$ cat src/rtl/vidtx_boot_pkg.sv
package vidtx_boot_pkg;

  localparam int SCRIPT_LEN = 5;

  typedef enum logic [1:0] {SEG_IDLE, SEG_START, SEG_BIT, SEG_STOP} seg_t;
  typedef enum logic [1:0] {ST_START, ST_BITS, ST_STOP, ST_DONE} st_t;

  // register address of script entry i
  function automatic logic [7:0] script_reg(input int i);
    case (i)
      0:       return 8'h49;
      1:       return 8'h21;
      2:       return 8'h33;
      3:       return 8'h34;
      default: return 8'h36;
    endcase
  endfunction

  // value written by script entry i
  function automatic logic [7:0] script_val(input int i);
    case (i)
      0:       return 8'hC0;
      1:       return 8'h09;
      2:       return 8'h08;
      3:       return 8'h16;
      default: return 8'h60;
    endcase
  endfunction

  function automatic logic [7:0] addr_wr_byte(input logic [6:0] a);
    return {a, 1'b0};
  endfunction

  // {scl, sda} release levels for a segment and quarter phase
  function automatic logic [1:0] line_levels(input seg_t s, input logic [1:0] q,
                                             input logic b);
    case (s)
      SEG_START: return (q == 2'd3) ? 2'b00 : (q == 2'd2) ? 2'b10 : 2'b11;
      SEG_BIT:   return {(q == 2'd1) || (q == 2'd2), b};
      SEG_STOP:  return (q == 2'd0) ? 2'b00 : (q == 2'd1) ? 2'b10 : 2'b11;
      default:   return 2'b11;
    endcase
  endfunction

endpackage

$ cat src/rtl/i2c_qtick.sv
module i2c_qtick #(
  parameter int QTR_CYCLES = 250
) (
  input  logic clk,
  input  logic rst_n,
  input  logic run,
  output logic tick
);
  localparam int CW = (QTR_CYCLES > 1) ? $clog2(QTR_CYCLES) : 1;

  logic [CW-1:0] cnt;

  assign tick = run && (cnt == CW'(QTR_CYCLES - 1));

  always_ff @(posedge clk) begin
    if (!rst_n)            cnt <= '0;
    else if (!run || tick) cnt <= '0;
    else                   cnt <= cnt + CW'(1);
  end

  // quarter-period counter never passes its limit
  a_r5_cnt_in_range: assert property (@(posedge clk) disable iff (!rst_n)
    int'(cnt) < QTR_CYCLES);

endmodule

$ cat src/rtl/i2c_line_drv.sv
module i2c_line_drv
  import vidtx_boot_pkg::*;
(
  input  logic       clk,
  input  logic       rst_n,
  input  seg_t       seg,
  input  logic [1:0] qph,
  input  logic       bitval,
  output logic       scl_t,
  output logic       sda_t
);
  logic [1:0] lv;
  logic       cond_q;

  assign lv = line_levels(seg, qph, bitval);

  always_ff @(posedge clk) begin
    if (!rst_n) begin
      scl_t  <= 1'b1;
      sda_t  <= 1'b1;
      cond_q <= 1'b1;
    end else begin
      scl_t  <= lv[1];
      sda_t  <= lv[0];
      cond_q <= (seg != SEG_BIT);
    end
  end

  // an SDA edge under high SCL only belongs to a START or STOP
  a_r4_sda_moves_scl_low: assert property (@(posedge clk) disable iff (!rst_n)
    (scl_t && $past(scl_t) && (sda_t != $past(sda_t))) |-> cond_q);

endmodule

$ cat src/rtl/vidtx_i2c_boot.sv
module vidtx_i2c_boot
  import vidtx_boot_pkg::*;
#(
  parameter logic [6:0] SLAVE_ADDR = 7'h76,
  parameter int         QTR_CYCLES = 250,
  parameter int         MAX_RETRY  = 2,
  parameter int         ENABLE     = 1
) (
  input  logic clk,
  input  logic rst_n,
  input  logic sda_i,
  output logic scl_o,
  output logic scl_t,
  output logic sda_o,
  output logic sda_t,
  output logic cfg_done,
  output logic cfg_err,
  output logic disp_rst_n
);
  localparam int PW = (SCRIPT_LEN > 1) ? $clog2(SCRIPT_LEN) : 1;
  localparam int RW = (MAX_RETRY > 0) ? $clog2(MAX_RETRY + 1) : 1;

  generate
    if (ENABLE != 0) begin : g_on
      st_t           st;
      logic [PW-1:0] pair_idx;
      logic [1:0]    byte_idx;
      logic [3:0]    bit_idx;
      logic [1:0]    qph;
      logic [RW-1:0] retry_cnt;
      logic          nacked, done_q, err_q;
      logic          tick, seg_end, ack_slot_end, stop_end;
      logic          pair_last, retry_left, bitval;
      logic [7:0]    cur_byte;
      seg_t          seg;
      logic          run;

      assign run          = (st != ST_DONE);
      assign seg_end      = tick && (qph == 2'd3);
      assign ack_slot_end = tick && (st == ST_BITS) && (bit_idx == 4'd8) && (qph == 2'd2);
      assign stop_end     = seg_end && (st == ST_STOP);
      assign pair_last    = (pair_idx == PW'(SCRIPT_LEN - 1));
      assign retry_left   = (int'(retry_cnt) < MAX_RETRY);

      i2c_qtick #(.QTR_CYCLES(QTR_CYCLES)) u_tick (
        .clk  (clk),
        .rst_n(rst_n),
        .run  (run),
        .tick (tick)
      );

      always_comb begin
        case (byte_idx)
          2'd0:    cur_byte = addr_wr_byte(SLAVE_ADDR);
          2'd1:    cur_byte = script_reg(int'(pair_idx));
          default: cur_byte = script_val(int'(pair_idx));
        endcase
        bitval = (bit_idx == 4'd8) ? 1'b1 : cur_byte[3'd7 - bit_idx[2:0]];
        case (st)
          ST_START: seg = SEG_START;
          ST_BITS:  seg = SEG_BIT;
          ST_STOP:  seg = SEG_STOP;
          default:  seg = SEG_IDLE;
        endcase
      end

      always_ff @(posedge clk) begin
        if (!rst_n) begin
          st        <= ST_START;
          pair_idx  <= '0;
          byte_idx  <= '0;
          bit_idx   <= '0;
          qph       <= '0;
          retry_cnt <= '0;
          nacked    <= 1'b0;
          done_q    <= 1'b0;
          err_q     <= 1'b0;
        end else begin
          if (ack_slot_end) nacked <= sda_i;
          if (tick) qph <= qph + 2'd1;
          if (seg_end) begin
            case (st)
              ST_START: begin
                st       <= ST_BITS;
                byte_idx <= '0;
                bit_idx  <= '0;
                nacked   <= 1'b0;
              end
              ST_BITS: begin
                if (bit_idx == 4'd8) begin
                  if (nacked || byte_idx == 2'd2) st <= ST_STOP;
                  else begin
                    byte_idx <= byte_idx + 2'd1;
                    bit_idx  <= '0;
                  end
                end else begin
                  bit_idx <= bit_idx + 4'd1;
                end
              end
              ST_STOP: begin
                if (nacked && retry_left) begin
                  retry_cnt <= retry_cnt + RW'(1);
                  st        <= ST_START;
                end else begin
                  if (nacked) err_q <= 1'b1;
                  retry_cnt <= '0;
                  if (pair_last) begin
                    st     <= ST_DONE;
                    done_q <= 1'b1;
                  end else begin
                    pair_idx <= pair_idx + PW'(1);
                    st       <= ST_START;
                  end
                end
              end
              default: ;
            endcase
          end
        end
      end

      i2c_line_drv u_line (
        .clk   (clk),
        .rst_n (rst_n),
        .seg   (seg),
        .qph   (qph),
        .bitval(bitval),
        .scl_t (scl_t),
        .sda_t (sda_t)
      );

      assign scl_o      = 1'b0;
      assign sda_o      = 1'b0;
      assign cfg_done   = done_q;
      assign cfg_err    = err_q;
      assign disp_rst_n = done_q;

      // done only rises right after a STOP completes
      a_r8_done_after_stop: assert property (@(posedge clk) disable iff (!rst_n)
        $rose(cfg_done) |-> $past(stop_end));

      // once done, stay done with both lines released
      a_r8_done_holds: assert property (@(posedge clk) disable iff (!rst_n)
        cfg_done |=> (cfg_done && scl_t && sda_t));

      // error flag is sticky
      a_r7_err_sticky: assert property (@(posedge clk) disable iff (!rst_n)
        cfg_err |=> cfg_err);

      // retry counter bounded
      a_r6_retry_bound: assert property (@(posedge clk) disable iff (!rst_n)
        int'(retry_cnt) <= MAX_RETRY);

      // a refused byte leads straight to STOP
      a_r6_nack_to_stop: assert property (@(posedge clk) disable iff (!rst_n)
        (seg_end && st == ST_BITS && bit_idx == 4'd8 && nacked) |=> (st == ST_STOP));

      // SDA is released during the acknowledge clock
      a_r3_ack_slot_released: assert property (@(posedge clk) disable iff (!rst_n)
        (st == ST_BITS && bit_idx == 4'd8 && qph == 2'd2) |-> sda_t);

    end else begin : g_off
      logic up_q;

      always_ff @(posedge clk) begin
        if (!rst_n) up_q <= 1'b0;
        else        up_q <= 1'b1;
      end

      assign scl_o      = 1'b0;
      assign scl_t      = 1'b0;
      assign sda_o      = 1'b0;
      assign sda_t      = 1'b0;
      assign cfg_err    = 1'b0;
      assign cfg_done   = up_q;
      assign disp_rst_n = up_q;

      // disabled build keeps the bus outputs low
      a_r9_off_quiet: assert property (@(posedge clk) disable iff (!rst_n)
        !(scl_t || sda_t || cfg_err));
    end
  endgenerate

endmodule

$ cat config.mk
export PLATFORM = sky130hd
export DESIGN_NAME = vidtx_i2c_boot
export DESIGN_NICKNAME = d
export VERILOG_FILES = /design/src/rtl/vidtx_boot_pkg.sv /design/src/rtl/i2c_qtick.sv /design/src/rtl/i2c_line_drv.sv /design/src/rtl/vidtx_i2c_boot.sv
export SDC_FILE = /design/constraint.sdc
export NUM_CORES = 1
export LEC_CHECK = 0
export BUFFER_PORTS_ARGS = -buffer_cell sky130_fd_sc_hd__clkbuf_2
export CAP_MARGIN = 25
export CELL_PAD_IN_SITES_DETAIL_PLACEMENT = 2
export CELL_PAD_IN_SITES_GLOBAL_PLACEMENT = 2
export CORE_UTILIZATION = 40
export DETAILED_ROUTE_END_ITERATION = 8
export PLACE_DENSITY_LB_ADDON = 0.1
export SKIP_CTS_REPAIR_TIMING = 1
export SKIP_LAST_GASP = 1
export SYNTH_ARGS = -nofsm -noshare
export SYNTH_HDL_FRONTEND = slang
export SYNTH_SLANG_ARGS = --single-unit
$ cat constraint.sdc
create_clock -name clk -period 2.8 [get_ports clk]
set_input_delay 0 -clock clk [delete_from_list [all_inputs] [get_ports clk]]
set_output_delay 0 -clock clk [all_outputs]
set_load 0.05 [all_outputs]
# Word level (Yosys, flattened, before mapping)
# Index checks and enable logic that the tools add are counted.
[op_classes] reduce_logical=24 bitwise_logic=3 order_cmp=2 n_mux=27 eq_ne=21 addsub=7
[ops] op="$pmux 8 s4" n=1
[ops] op="$pmux 7 s4" n=1
[ops] op="$reduce_and 4->1" n=5
[ops] op="$mux 2" n=9
[ops] op="$pmux 2 s3" n=3
[ops] op="$pmux 8 s2" n=1
[ops] op="$eq 2x2->1 const B" n=6
[ops] op="$add 8x1->8 const B" n=1
[ops] op="$eq 2x1->1 const B" n=4
[ops] op="$eq 8x8->1 const B" n=1
[ops] op="$mux 4" n=2
[ops] op="$pmux 4 s2" n=1
[ops] op="$mux 1" n=7
[ops] op="$add 2x1->2 const B" n=3
[ops] op="$eq 3x2->1 const B" n=2
[ops] op="$logic_and 1x1->1" n=6
[ops] op="$logic_not 2->1" n=3
[ops] op="$add 4x1->4 const B" n=1
[ops] op="$eq 4x4->1 const B" n=1
[ops] op="$lt 3x4->1 const B" n=1
[ops] op="$ne 2x1->1 const B" n=2
[ops] op="$ne 2x2->1 const B" n=2
[ops] op="$pmux 2 s2" n=1
[ops] op="$add 3x1->3 const B" n=1
[ops] op="other kinds (15)" n=19
[word_totals] output_inout_bits=7 inputBits=3 word_cells=96 ff_bits=28

# Logic depth before layout (Yosys ltp)
# Gate-level depths: netlist (run 1).
[depth] depth_word=8 depth_mapped=8 mapped_depth_nobuf=7

# Cells and area by module
# A second synthesis (run 1) with hierarchy kept.
[unflattened] cells_unflattened=222 area_unflattened_um2=1868.0
[by_module_without_submodules] mod="vidtx_i2c_boot" area_per_inst_um2=1305.0 seq_area_each_um2=360.3 n_inst=1 cells_each=157
[by_module_without_submodules] mod="i2c_qtick" area_per_inst_um2=402.9 seq_area_each_um2=160.2 n_inst=1 cells_each=48
[by_module_without_submodules] mod="i2c_line_drv" area_per_inst_um2=160.2 seq_area_each_um2=40.0 n_inst=1 cells_each=17

# Worst setup path after synthesis (run 1)
# Ideal clock, no wire load.
[synth_timing] path_type="reg-to-reg" startpoint="register g_on.st[0]" endpoint="register g_on.u_line.sda_t" synth_period_minus_slack_ns=1.829 slack_ns=0.971 t_required_ns=2.652 path_buffers=0 path_stages_with_launch=8 arrival_ns=1.682 setup_ns=0.148 cell_sequence="dfxtp_1 > inv_1 > ha_1 > nor2b_1 > a2111oi_1 > o211ai_1 > a211oi_1 > a311oi_1"
[synth_between] elab_chain_cells=4 elab_cells_between_ends=8 classes_between="eq/ne (5); mux (2); reduce/logical (1)"
[synth_lines] element="from (decl)" line="vidtx_i2c_boot.sv:25" text="st_t st;"
[synth_lines] element="from (signal assigned)" line="vidtx_i2c_boot.sv:69" text="st <= ST_START;"
[synth_lines] element="from (signal assigned)" line="vidtx_i2c_boot.sv:84" text="st <= ST_BITS;"
[synth_lines] element="from (signal assigned)" line="vidtx_i2c_boot.sv:91" text="if (nacked || byte_idx == 2'd2) st <= ST_STOP;"
[synth_lines] element="$eq 2x2->1 (tied with other cells)" line="vidtx_i2c_boot.sv:59" text="case (st)"
[synth_lines] element="$pmux 2 s3 *" line="vidtx_i2c_boot.sv:59"
[synth_lines] element="$eq 2x2->1 / $eq 2x1->1 (equally long branches)" line="vidtx_boot_pkg.sv:37" text="case (s)"
[synth_lines] element="$pmux 2 s3 *" line="vidtx_boot_pkg.sv:37"
[synth_lines] element="to (signal assigned)" line="i2c_line_drv.sv:24" text="sda_t <= lv[0];"
[synth_lines] element="to (decl)" line="i2c_line_drv.sv:10" text="output logic sda_t"
# Every way passes the cells marked *; elsewhere a longest branch is shown, timed or not.
# A chain may end at the register's enable or synchronous reset.

# Final worst setup path (run 1)
# Ends and elaborated chain as after synthesis.

==> results of run 1 <==
==> per-stage QoR <==
step	hold WS, ns	util (%)
after floorplan	0.164	-
after global placement	0.324	43.8
after detailed placement	0.375	43.8
after CTS	0.0652	45.2
after global routing	0.0960	45.2
final	0.0496	45.2
==> Yosys cell counts, types with 2 or more instances <==
cell type	n
nor3_1	5
ha_1	20
and3_1	3
nor4_1	2
mux2i_1	3
buf_2	2
xnor2_1	4
nor2_1	24
o31ai_1	4
nand2b_1	5
nor2b_1	4
a211oi_1	3
nand3b_1	2
nand4_1	6
a21oi_1	11
dfxtp_1	28
inv_1	15
a31oi_1	3
clkbuf_1	2
nand3_1	11
buf_4	3
o21ai_0	11
o211ai_1	2
xor2_1	4
nand2_1	11
a311oi_1	3
==> cell families after synthesis <==
logic type	Yosys count	share of synthesized area (%)
compound gates	42	16.2
xor+xnor	8	3.99
fa+ha+maj	20	14.3
buf+inv	23	6.13
flops	28	32.0
mux	3	1.71
other cells	1	0.214
simple gates	82	25.5
==> sequential cells by signal, summed over array words and instances, names as in the netlist, 2 cells and up <==
signal	cells
g_on.byte_idx	2
g_on.qph	2
g_on.pair_idx	3
g_on.retry_cnt	2
g_on.st	2
g_on.u_tick.cnt	8
g_on.bit_idx	4
==> area by class of cell <==
class,instances,area [um2]
inverters,15,56.3
flip-flops and latches,28,561
clock buffers,4,55.1
well taps,50,62.6
multi-input cells,157,1090
repair buffers,7,35.0
fillers,487,2260
==> metal layers <==
metal	track usage, %	wire length, um	up-vias
met5	0	0	-
met4	6.77	74	0
met3	3.33	88	7
met2	41.7	2440	17
met1	30.1	2240	741
li1	-	-	736
==> worst max path at each step <==
stage / start / slack, ns / cells past startpoint / endpoint
floorplan: g_on.st[0] / 0.97 / 7 / g_on.u_line.sda_t
global placement: g_on.pair_idx[0] / 0.76 / 7 / g_on.u_line.sda_t
detailed placement: g_on.st[0] / 0.65 / 7 / g_on.u_line.sda_t
CTS: g_on.st[0] / 0.48 / 7 / g_on.u_line.sda_t
global route: g_on.st[0] / 0.28 / 7 / g_on.u_line.sda_t
finish: g_on.st[0] / 0.48 / 7 / g_on.u_line.sda_t
==> report_power, final <==
part	internal (uW)	switching, uW
Clock	126	131
Combinational	5.70	18.9
Sequential	402	5.01
==> cell usage in the layout, fill, tap and decap left out, types with 5 or more instances in the layout <==
master and n:
nor3_1 5, ha_1 20, nand2b_1 5, dfxtp_1 28
o21ai_0 11, nand3_1 11, a21oi_1 11, clkbuf_2 7
nor2_1 24, nand4_1 6, nand2_1 11, inv_1 15
==> worst max-delay path: cells and delay by family (launching register included) <==
family | cells | cell delay, ns
compound gates | 4 | 1.23
fa+ha+maj | 1 | 0.27
buf+inv | 1 | 0.10
flops | 1 | 0.40
simple gates | 1 | 0.19
==> impl_metrics.json, run 1 <==
{
  "status": "finished, final reports clean",
  "fp.dieH_um": 68.2,
  "powerDensity_nw_per_um2": 370,
  "first_iter_violations": 78,
  "io_pins": 10,
  "ir_drop_mv": 0.289,
  "async_flop_share_pct": 0,
  "place_inst": 257,
  "io_buffers": 7,
  "grt_overflow": 0,
  "slew_headroom_pct": 50.2,
  "maxCapViolations": 0,
  "r2r_end": "g_on.u_line.sda_t",
  "grt_pass1_wl_mm": 8.11,
  "avgRoutedWirePerCell_um": 18.5,
  "layout_min_cycle_time_ns": 2.32,
  "netlist_area_um2": 1750,
  "ys_seq_elements": 28,
  "insertion_delay_ns": 0.28,
  "cp.arrival_ns": 2.46,
  "hold_class": "in -> reg",
  "maxSlewViolCount": 0,
  "synth_edf_count": 0,
  "grt_max_degree": 16,
  "leakage_uw": 0.000706,
  "post-route-drc-count": 0,
  "final_antenna_net_count": 0,
  "worst_path_max_delay_cell": "a2111oi_1",
  "setup-tns-final_ns": 0,
  "synthDominantCellAreaShare_pct": 32.0,
  "antenna_cells": 0,
  "fp.coreArea_um2": 4120,
  "finalHoldViolations": 0,
  "path_cells": "inv_1, ha_1, nor2b_1, a2111oi_1, o211ai_1, a211oi_1, a311oi_1",
  "synth_cell_types": 42,
  "end_kind": "flip-flop",
  "finClkSkew_ns": 0.00209,
  "reg2reg_slack_ns": 0.48,
  "layout.nets": 235,
  "report.power.total_uw": 688,
  "rows": 23,
  "viasPerCell": 5.75,
  "yosysWarnings": 0,
  "cts.root.buffer_cell": "clkbuf_8",
  "initial_core_util_pct": 42.6,
  "holdCritStartpoint": "sda_i",
  "gp_congestion": 0.886,
  "syn_avg_cell_area_um2": 8.47,
  "max_freq_ghz": 0.430,
  "slowest_delay_ns": 0.73,
  "clkSlewWorstSetupHoldPaths_ns": 0.10,
  "tritoncts": "built",
  "dr.pass1.iters": 4,
  "grt_pass1_vias": 1627,
  "syn_to_final_growth_pct": 5.99,
  "worst_pin_slew_ns": 0.745,
  "post_layout_nonfiller_instances": 261,
  "yosysSeqAreaShare_pct": 32.0,
  "numCtsBuffers": 3,
  "required_ns": 2.93,
  "htree_levels": 1,
  "antenna_found_initial": 0,
  "synthTopCellsByArea": "dfxtp_1 32%, ha_1 14%, nor2_1 5.1%",
  "r2r_cells": 7,
  "place_hpwl_mm": 3.75,
  "holdPathStages": 3,
  "worst_setup_path_start_kind": "flip-flop",
  "die_area_um2": 4650,
  "finalCritPeriodShare_pct": 83.0,
  "dpl_worst_slack_ns": 0.650,
  "hold-path-endpoint": "g_on.nacked",
  "r2r_start": "g_on.st[0]",
  "setup_viol": 0,
  "cts.sink_count": 28,
  "design_area_um2": 1860,
  "fin_ws_ns": 0.476,
  "synth_area_leader_cell": "dfxtp_1",
  "ys.flop_type": "dfxtp_1",
  "dpl-instance-area_um2": 1800,
  "crit_type": "reg -> reg",
  "grtUsageTotal_pct": 23.9,
  "rsz0062_at_grt": "false",
  "die_x_um": 68.2,
  "routed_wl_mm": 4.84,
  "clockBufferDepth": 2,
  "crit_fanout": 4,
  "syn_inst": 207,
  "drive_gt1_share_pct": 8.06,
  "vias": 1501
}
No activity file was read; power rests on OpenSTA's default activity.
==> run 2: changes to the inputs <==
--- a/config.mk
+++ b/config.mk
@@ -5,11 +5,12 @@
 export SDC_FILE = /design/constraint.sdc
 export NUM_CORES = 1
 export LEC_CHECK = 0
+export ABC_AREA = 1
 export BUFFER_PORTS_ARGS = -buffer_cell sky130_fd_sc_hd__clkbuf_2
 export CAP_MARGIN = 25
 export CELL_PAD_IN_SITES_DETAIL_PLACEMENT = 2
 export CELL_PAD_IN_SITES_GLOBAL_PLACEMENT = 2
-export CORE_UTILIZATION = 40
+export CORE_UTILIZATION = 31
 export DETAILED_ROUTE_END_ITERATION = 8
 export PLACE_DENSITY_LB_ADDON = 0.1
 export SKIP_CTS_REPAIR_TIMING = 1
==> constraint.sdc (replaced) <==
create_clock -name clk -period 2 [get_ports clk]
set_input_delay 0 -clock clk [delete_from_list [all_inputs] [get_ports clk]]
set_output_delay 0 -clock clk [all_outputs]
set_load 0.05 [all_outputs]
==> run 2 against run 1 <==
Sequential power is 39% higher. Via count is 9.3% higher. Sequential share of layout area is 1.9 points lower. Count of clock-buffer cells in the layout is 1 lower.
==> impl_metrics.json, run 2 <==
{
  "status": "finished, final reports clean",
  "grtUsageTotal_pct": 17.1,
  "synth_top_cells_by_count": "47 x nand2_1, 36 x inv_1, 30 x nor2_1",
  "final_cell_mix": "47 x nand2_1, 36 x inv_1, 30 x nor2_1",
  "finalCritPeriodShare_pct": 89.4,
  "initial_core_util_pct": 32.5,
  "synth_edf_count": 0,
  "post_layout_nonfiller_instances": 339,
  "r2r_start": "g_on.pair_idx[0]",
  "first_iter_violations": 48,
  "crit_type": "reg -> reg",
  "internal_power_uw": 706,
  "insertion_delay_ns": 0.27,
  "finalHoldViolations": 0,
  "nFillCells": 700,
  "setup-tns-final_ns": 0,
  "finClkSkew_ns": 0.00362,
  "io_pins": 10,
  "vias": 1640,
  "clockBufferDepth": 2,
  "holdCritStartpoint": "sda_i",
  "avgRoutedWirePerCell_um": 13.9,
  "reg2reg_slack_ns": 0.21,
  "holdPathStages": 5,
  "synth_area_leader_cell": "dfxtp_1",
  "worst_setup_path_start_kind": "flip-flop",
  "syn_avg_cell_area_um2": 7.08,
  "antenna_cells": 0,
  "powerDensity_nw_per_um2": 454,
  "yosysMostFrequentCell": "nand2_1",
  "grt_pass1_wl_mm": 8.25,
  "max_freq_ghz": 0.559,
  "rsz0062_at_grt": "false",
  "io_buffers": 7,
  "grt_max_degree": 15,
  "grt_pass1_vias": 1751,
  "synthDominantCellAreaShare_pct": 30.9,
  "final_antenna_net_count": 0,
  "seq_power_share_pct": 62.8,
  "end_kind": "flip-flop",
  "cp.arrival_ns": 2.00,
  "numCtsBuffers": 3,
  "cts.sink_count": 28,
  "ir_drop_mv": 0.305,
  "layout_min_cycle_time_ns": 1.79,
  "tritoncts": "built",
  "fp.dieH_um": 78.5,
  "rows": 27,
  "yosysSeqAreaShare_pct": 30.9,
  "switchingPower_uw": 196,
  "drive_gt1_share_pct": 12.4,
  "combPwrFrac_pct": 4.0,
  "hold_class": "in -> reg",
  "htree_levels": 1,
  "synthTopCellsByArea": "dfxtp_1 31%, ha_1 14%, nand2_1 9.7%",
  "crit_fanout": 5,
  "ff_latch_area_um2": 562,
  "final_util_pct": 35.6,
  "place_hpwl_mm": 3.90,
  "pwr-share-clk_pct": 33.2,
  "swShare_pct": 21.7,
  "antenna_found_initial": 0,
  "cts.root.buffer_cell": "clkbuf_8",
  "fp.coreArea_um2": 5570,
  "r2r_cells": 9,
  "netlist_area_um2": 1810,
  "clkSlewWorstSetupHoldPaths_ns": 0.09,
  "yosysWarnings": 0,
  "r2r_end": "g_on.u_line.sda_t",
  "die_area_um2": 6160,
  "viasPerCell": 4.84,
  "leakage_uw": 0.000873,
  "dr.pass1.iters": 4,
  "maxCapViolations": 0,
  "die_x_um": 78.5,
  "gp_congestion": 0.742,
  "hold-path-endpoint": "g_on.nacked",
  "async_flop_share_pct": 0,
  "routed_wl_mm": 4.71,
  "syn_inst": 256,
  "largest_register_ffs": 8,
  "post-route-drc-count": 0,
  "ys.flop_type": "dfxtp_1",
  "multi_input_area_um2": 1070,
  "ys_seq_elements": 28,
  "reg_top3": "g_on.u_tick.cnt: 8 flops, g_on.bit_idx: 4 flops, g_on.pair_idx: 3 flops",
  "report.power.total_uw": 902,
  "top_register": "g_on.u_tick.cnt",
  "layout_commonest_cell": "nand2_1",
  "required_ns": 2.22,
  "place_inst": 336,
  "layout.nets": 292,
  "setup_viol": 0,
  "synth_cell_types": 32,
  "syn_to_final_growth_pct": 9.59,
  "grt_overflow": 0,
  "maxSlewViolCount": 0
}
==> run 2: logic make-up after synthesis <==
| logic type | after synthesis | synth area share, % |
|---|---|---|
| adders and majority gates | 20 | 13.8 |
| buffers and inverters | 46 | 10.4 |
| other | 1 | 0.207 |
| DFF | 28 | 30.9 |
| AOI/OAI and AO/OA | 43 | 12.7 |
| xor gates and xnor gates | 1 | 0.483 |
| and+or+nand+nor | 117 | 31.5 |
==> run 2: how the worst max path moves through the flow <==
stage                           startpoint           endpoint  slack (ns)
after detailed placement   g_on.bit_idx[0]    g_on.bit_idx[2]        0.12
after floorplan            g_on.bit_idx[0]    g_on.bit_idx[2]        0.45
after global routing      g_on.pair_idx[0]  g_on.u_line.sda_t        0.03
after CTS                  g_on.bit_idx[0]    g_on.bit_idx[2]        0.09
after global placement     g_on.bit_idx[0]    g_on.bit_idx[2]        0.14
final                     g_on.pair_idx[0]  g_on.u_line.sda_t        0.21
==> run 2: power groups by stage <==
stage,clock (uW),sequential (uW),combinational (uW)
3_5_place_dp,0,580,37.1
3_3_place_gp,0,580,35.8
6_report,300,567,35.7
4_1_cts,322,567,37.1
2_1_floorplan,0,579,29.3
5_1_grt,343,568,41.6
==> run 2: layout make-up <==
cell class,count,area share [%]
clock buffers,3,2.08
well taps,72,4.53
repair buffers,12,3.65
multi-input cells,183,53.7
flip-flops and latches,28,28.3
inverters,41,7.75
==> run 2: worst max-delay path, stage by stage (launching register included) <==
cell	delay, ns
dfxtp_1	0.39
inv_1	0.11
ha_1	0.26
o21ai_0	0.35
nand3_1	0.13
a21oi_1	0.18
nand2_1	0.09
nand3_1	0.09
nand3_1	0.08
nand2_1	0.07
==> run 2: metrics by stage <==
| step | hold WS [ns] | cell area [um2] | setup WS [ns] |
|---|---|---|---|
| 2_1_floorplan | 0.219 | 1820 | 0.453 |
| 3_3_place_gp | 0.327 | 1940 | 0.145 |
| 3_5_place_dp | 0.360 | 1940 | 0.124 |
| 4_1_cts | 0.0570 | 1990 | 0.0900 |
| 5_1_grt | 0.0869 | 1990 | 0.0278 |
| 6_report | 0.0559 | 1990 | 0.212 |
==> run 2: layer usage <==
metal | up-vias | track usage [%] | wire (um)
li1 | 840 | - | -
met1 | 782 | 22.2 | 2380
met2 | 16 | 30.3 | 2180
met3 | 2 | 2.79 | 130
met4 | 0 | 2.22 | 17
met5 | - | 0 | 0
==> run 3: changes to the inputs <==
--- a/config.mk
+++ b/config.mk
@@ -10,7 +10,7 @@
 export CAP_MARGIN = 25
 export CELL_PAD_IN_SITES_DETAIL_PLACEMENT = 2
 export CELL_PAD_IN_SITES_GLOBAL_PLACEMENT = 2
-export CORE_UTILIZATION = 31
+export CORE_UTILIZATION = 37
 export DETAILED_ROUTE_END_ITERATION = 8
 export PLACE_DENSITY_LB_ADDON = 0.1
 export SKIP_CTS_REPAIR_TIMING = 1
==> constraint.sdc (replaced) <==
create_clock -name clk -period 2.2 [get_ports clk]
set_input_delay 0 -clock clk [delete_from_list [all_inputs] [get_ports clk]]
set_output_delay 0 -clock clk [all_outputs]
set_load 0.05 [all_outputs]
==> run 3 against run 2 <==
Sequential share of layout area barely moved. Worst setup slack better by 0.11 ns. Combinational power fell by 9.8%. Critical path depth up 3. Largest cell class unchanged. Register-to-register slack improved by 0.11 ns. Clock skew rose by 0.0075 ns. Cell count fell by 2.4%. Critical path type unchanged. Clock power rose by 42%. Design area is 0.38% lower. Core utilization up 6.3 points. Count of clock-buffer cells in the layout did not move.
==> impl_metrics.json, run 3 (synthesis results as in run 2) <==
{
  "layout_min_cycle_time_ns": 1.88,
  "maxSlewViolCount": 0,
  "grt_max_degree": 17,
  "cts.sink_count": 28,
  "finalHoldViolations": 0,
  "finalCritPeriodShare_pct": 85.5,
  "clockBufferDepth": 2,
  "fin_hold_ws_ns": 0.0290,
  "setup-tns-final_ns": 0,
  "avgRoutedWirePerCell_um": 14.3,
  "grt_overflow": 0,
  "antenna_found_initial": 0,
  "drive_gt1_share_pct": 11.0,
  "final_cell_mix": "47 x nand2_1, 36 x inv_1, 30 x nor2_1",
  "numCtsBuffers": 3,
  "end_kind": "flip-flop",
  "post-route-drc-count": 0,
  "initial_core_util_pct": 38.4,
  "final_antenna_net_count": 0,
  "syn_to_final_growth_pct": 9.18,
  "vias": 1621,
  "finClkSkew_ns": 0.0111,
  "crit_fanout": 7,
  "tritoncts": "built",
  "antenna_cells": 0,
  "reg2reg_slack_ns": 0.32,
  "cp-startpoint": "g_on.bit_idx[0]",
  "viasPerCell": 4.90,
  "grt_pass1_wl_mm": 8.26,
  "leakage_uw": 0.000865,
  "cts.root.buffer_cell": "clkbuf_8",
  "status": "finished, final reports clean",
  "clkSlewWorstSetupHoldPaths_ns": 0.10,
  "internal_power_uw": 764,
  "max_freq_ghz": 0.532,
  "rows": 25,
  "largest_register_ffs": 8,
  "die_area_um2": 5180,
  "holdCritStartpoint": "sda_i",
  "pwr-share-clk_pct": 43.7,
  "fp.coreArea_um2": 4720,
  "layout_commonest_cell": "nand2_1",
  "maxCapViolations": 0,
  "rsz0062_at_grt": "false",
  "fp.dieH_um": 72,
  "gp_congestion": 0.764,
  "hold_class": "in -> reg",
  "grtUsageTotal_pct": 20.2,
  "swShare_pct": 21.5,
  "switchingPower_uw": 209,
  "setup_viol": 0,
  "reg_top3": "g_on.u_tick.cnt: 8 flops, g_on.bit_idx: 4 flops, g_on.pair_idx: 3 flops",
  "routed_wl_mm": 4.72,
  "die_x_um": 72,
  "seq_power_share_pct": 53.0,
  "htree_levels": 1,
  "r2r_start": "g_on.bit_idx[0]",
  "dr.pass1.iters": 4,
  "insertion_delay_ns": 0.28,
  "first_iter_violations": 56,
  "powerDensity_nw_per_um2": 491,
  "ir_drop_mv": 0.216,
  "io_pins": 10,
  "top_register": "g_on.u_tick.cnt",
  "worst_setup_path_start_kind": "flip-flop",
  "layout.nets": 288,
  "combPwrFrac_pct": 3.3,
  "grt_pass1_vias": 1689,
  "place_hpwl_mm": 3.75,
  "required_ns": 2.38,
  "cp.arrival_ns": 2.06,
  "crit_type": "reg -> reg",
  "io_buffers": 7
}
run 3: cell count changes in the layout (fill, tap and decap cells not counted), sizes merged:
cell,previous run,this run
bufinv,0,1
buf,5,1
run 3: power groups by stage:
| stage | Combinational, uW | Clock [uW] | Sequential [uW] |
|---|---|---|---|
| 4_1_cts | 33.1 | 433 | 516 |
| 3_5_place_dp | 32.6 | 0 | 527 |
| 5_1_grt | 37.0 | 457 | 517 |
| 3_3_place_gp | 31.6 | 0 | 527 |
| 6_report | 32.2 | 425 | 516 |
| 2_1_floorplan | 26.6 | 0 | 526 |
run 3: final timing paths:
kind                     endpoint  depth (start not counted)
hold reg to reg           cfg_err                          2
hold / removal        g_on.nacked                          5
setup reg to reg  g_on.bit_idx[2]                         12
setup / recovery  g_on.bit_idx[2]                         12
run 3: cell type report:
type / instances / area [um2]
fillers: 580 / 2740
multi-input cells: 183 / 1070
flip-flops and latches: 28 / 561
inverters: 41 / 154
well taps: 67 / 83.8
repair buffers: 8 / 42.5
clock buffers: 3 / 41.3
clock inverters: 1 / 30.0
run 3: worst max-delay path: stages, from the launching register on:
cell,delay [ns]
dfxtp_1,0.49
inv_1,0.19
ha_1,0.25
nand2_1,0.08
nor2_2,0.06
nor2_1,0.17
nor2_2,0.07
nand2_1,0.11
nand2_4,0.08
nor2_2,0.11
nand2_1,0.06
nand2_1,0.06
nor2_1,0.05
run 3: through the flow:
step	utilization [%]	worst slack, ns	total power (uW)	cells	cell area (um2)
after floorplan	-	0.653	553	257	1820
after global placement	40.4	0.336	559	327	1910
after detailed placement	40.4	0.316	560	327	1910
after CTS	41.9	0.293	982	331	1980
after global routing	41.9	0.119	1010	331	1980
final	41.9	0.320	973	331	1980
run 3: per-layer routing:
layer | routed length [um] | track usage, % | share of wire, % | vias up
met4 | 49 | 5.23 | 1.0 | 0
met2 | 2170 | 32.8 | 46 | 12
li1 | - | - | - | 828
met5 | 0 | 0 | 0 | -
met3 | 73 | 2.08 | 1.5 | 4
met1 | 2430 | 28.8 | 51 | 777
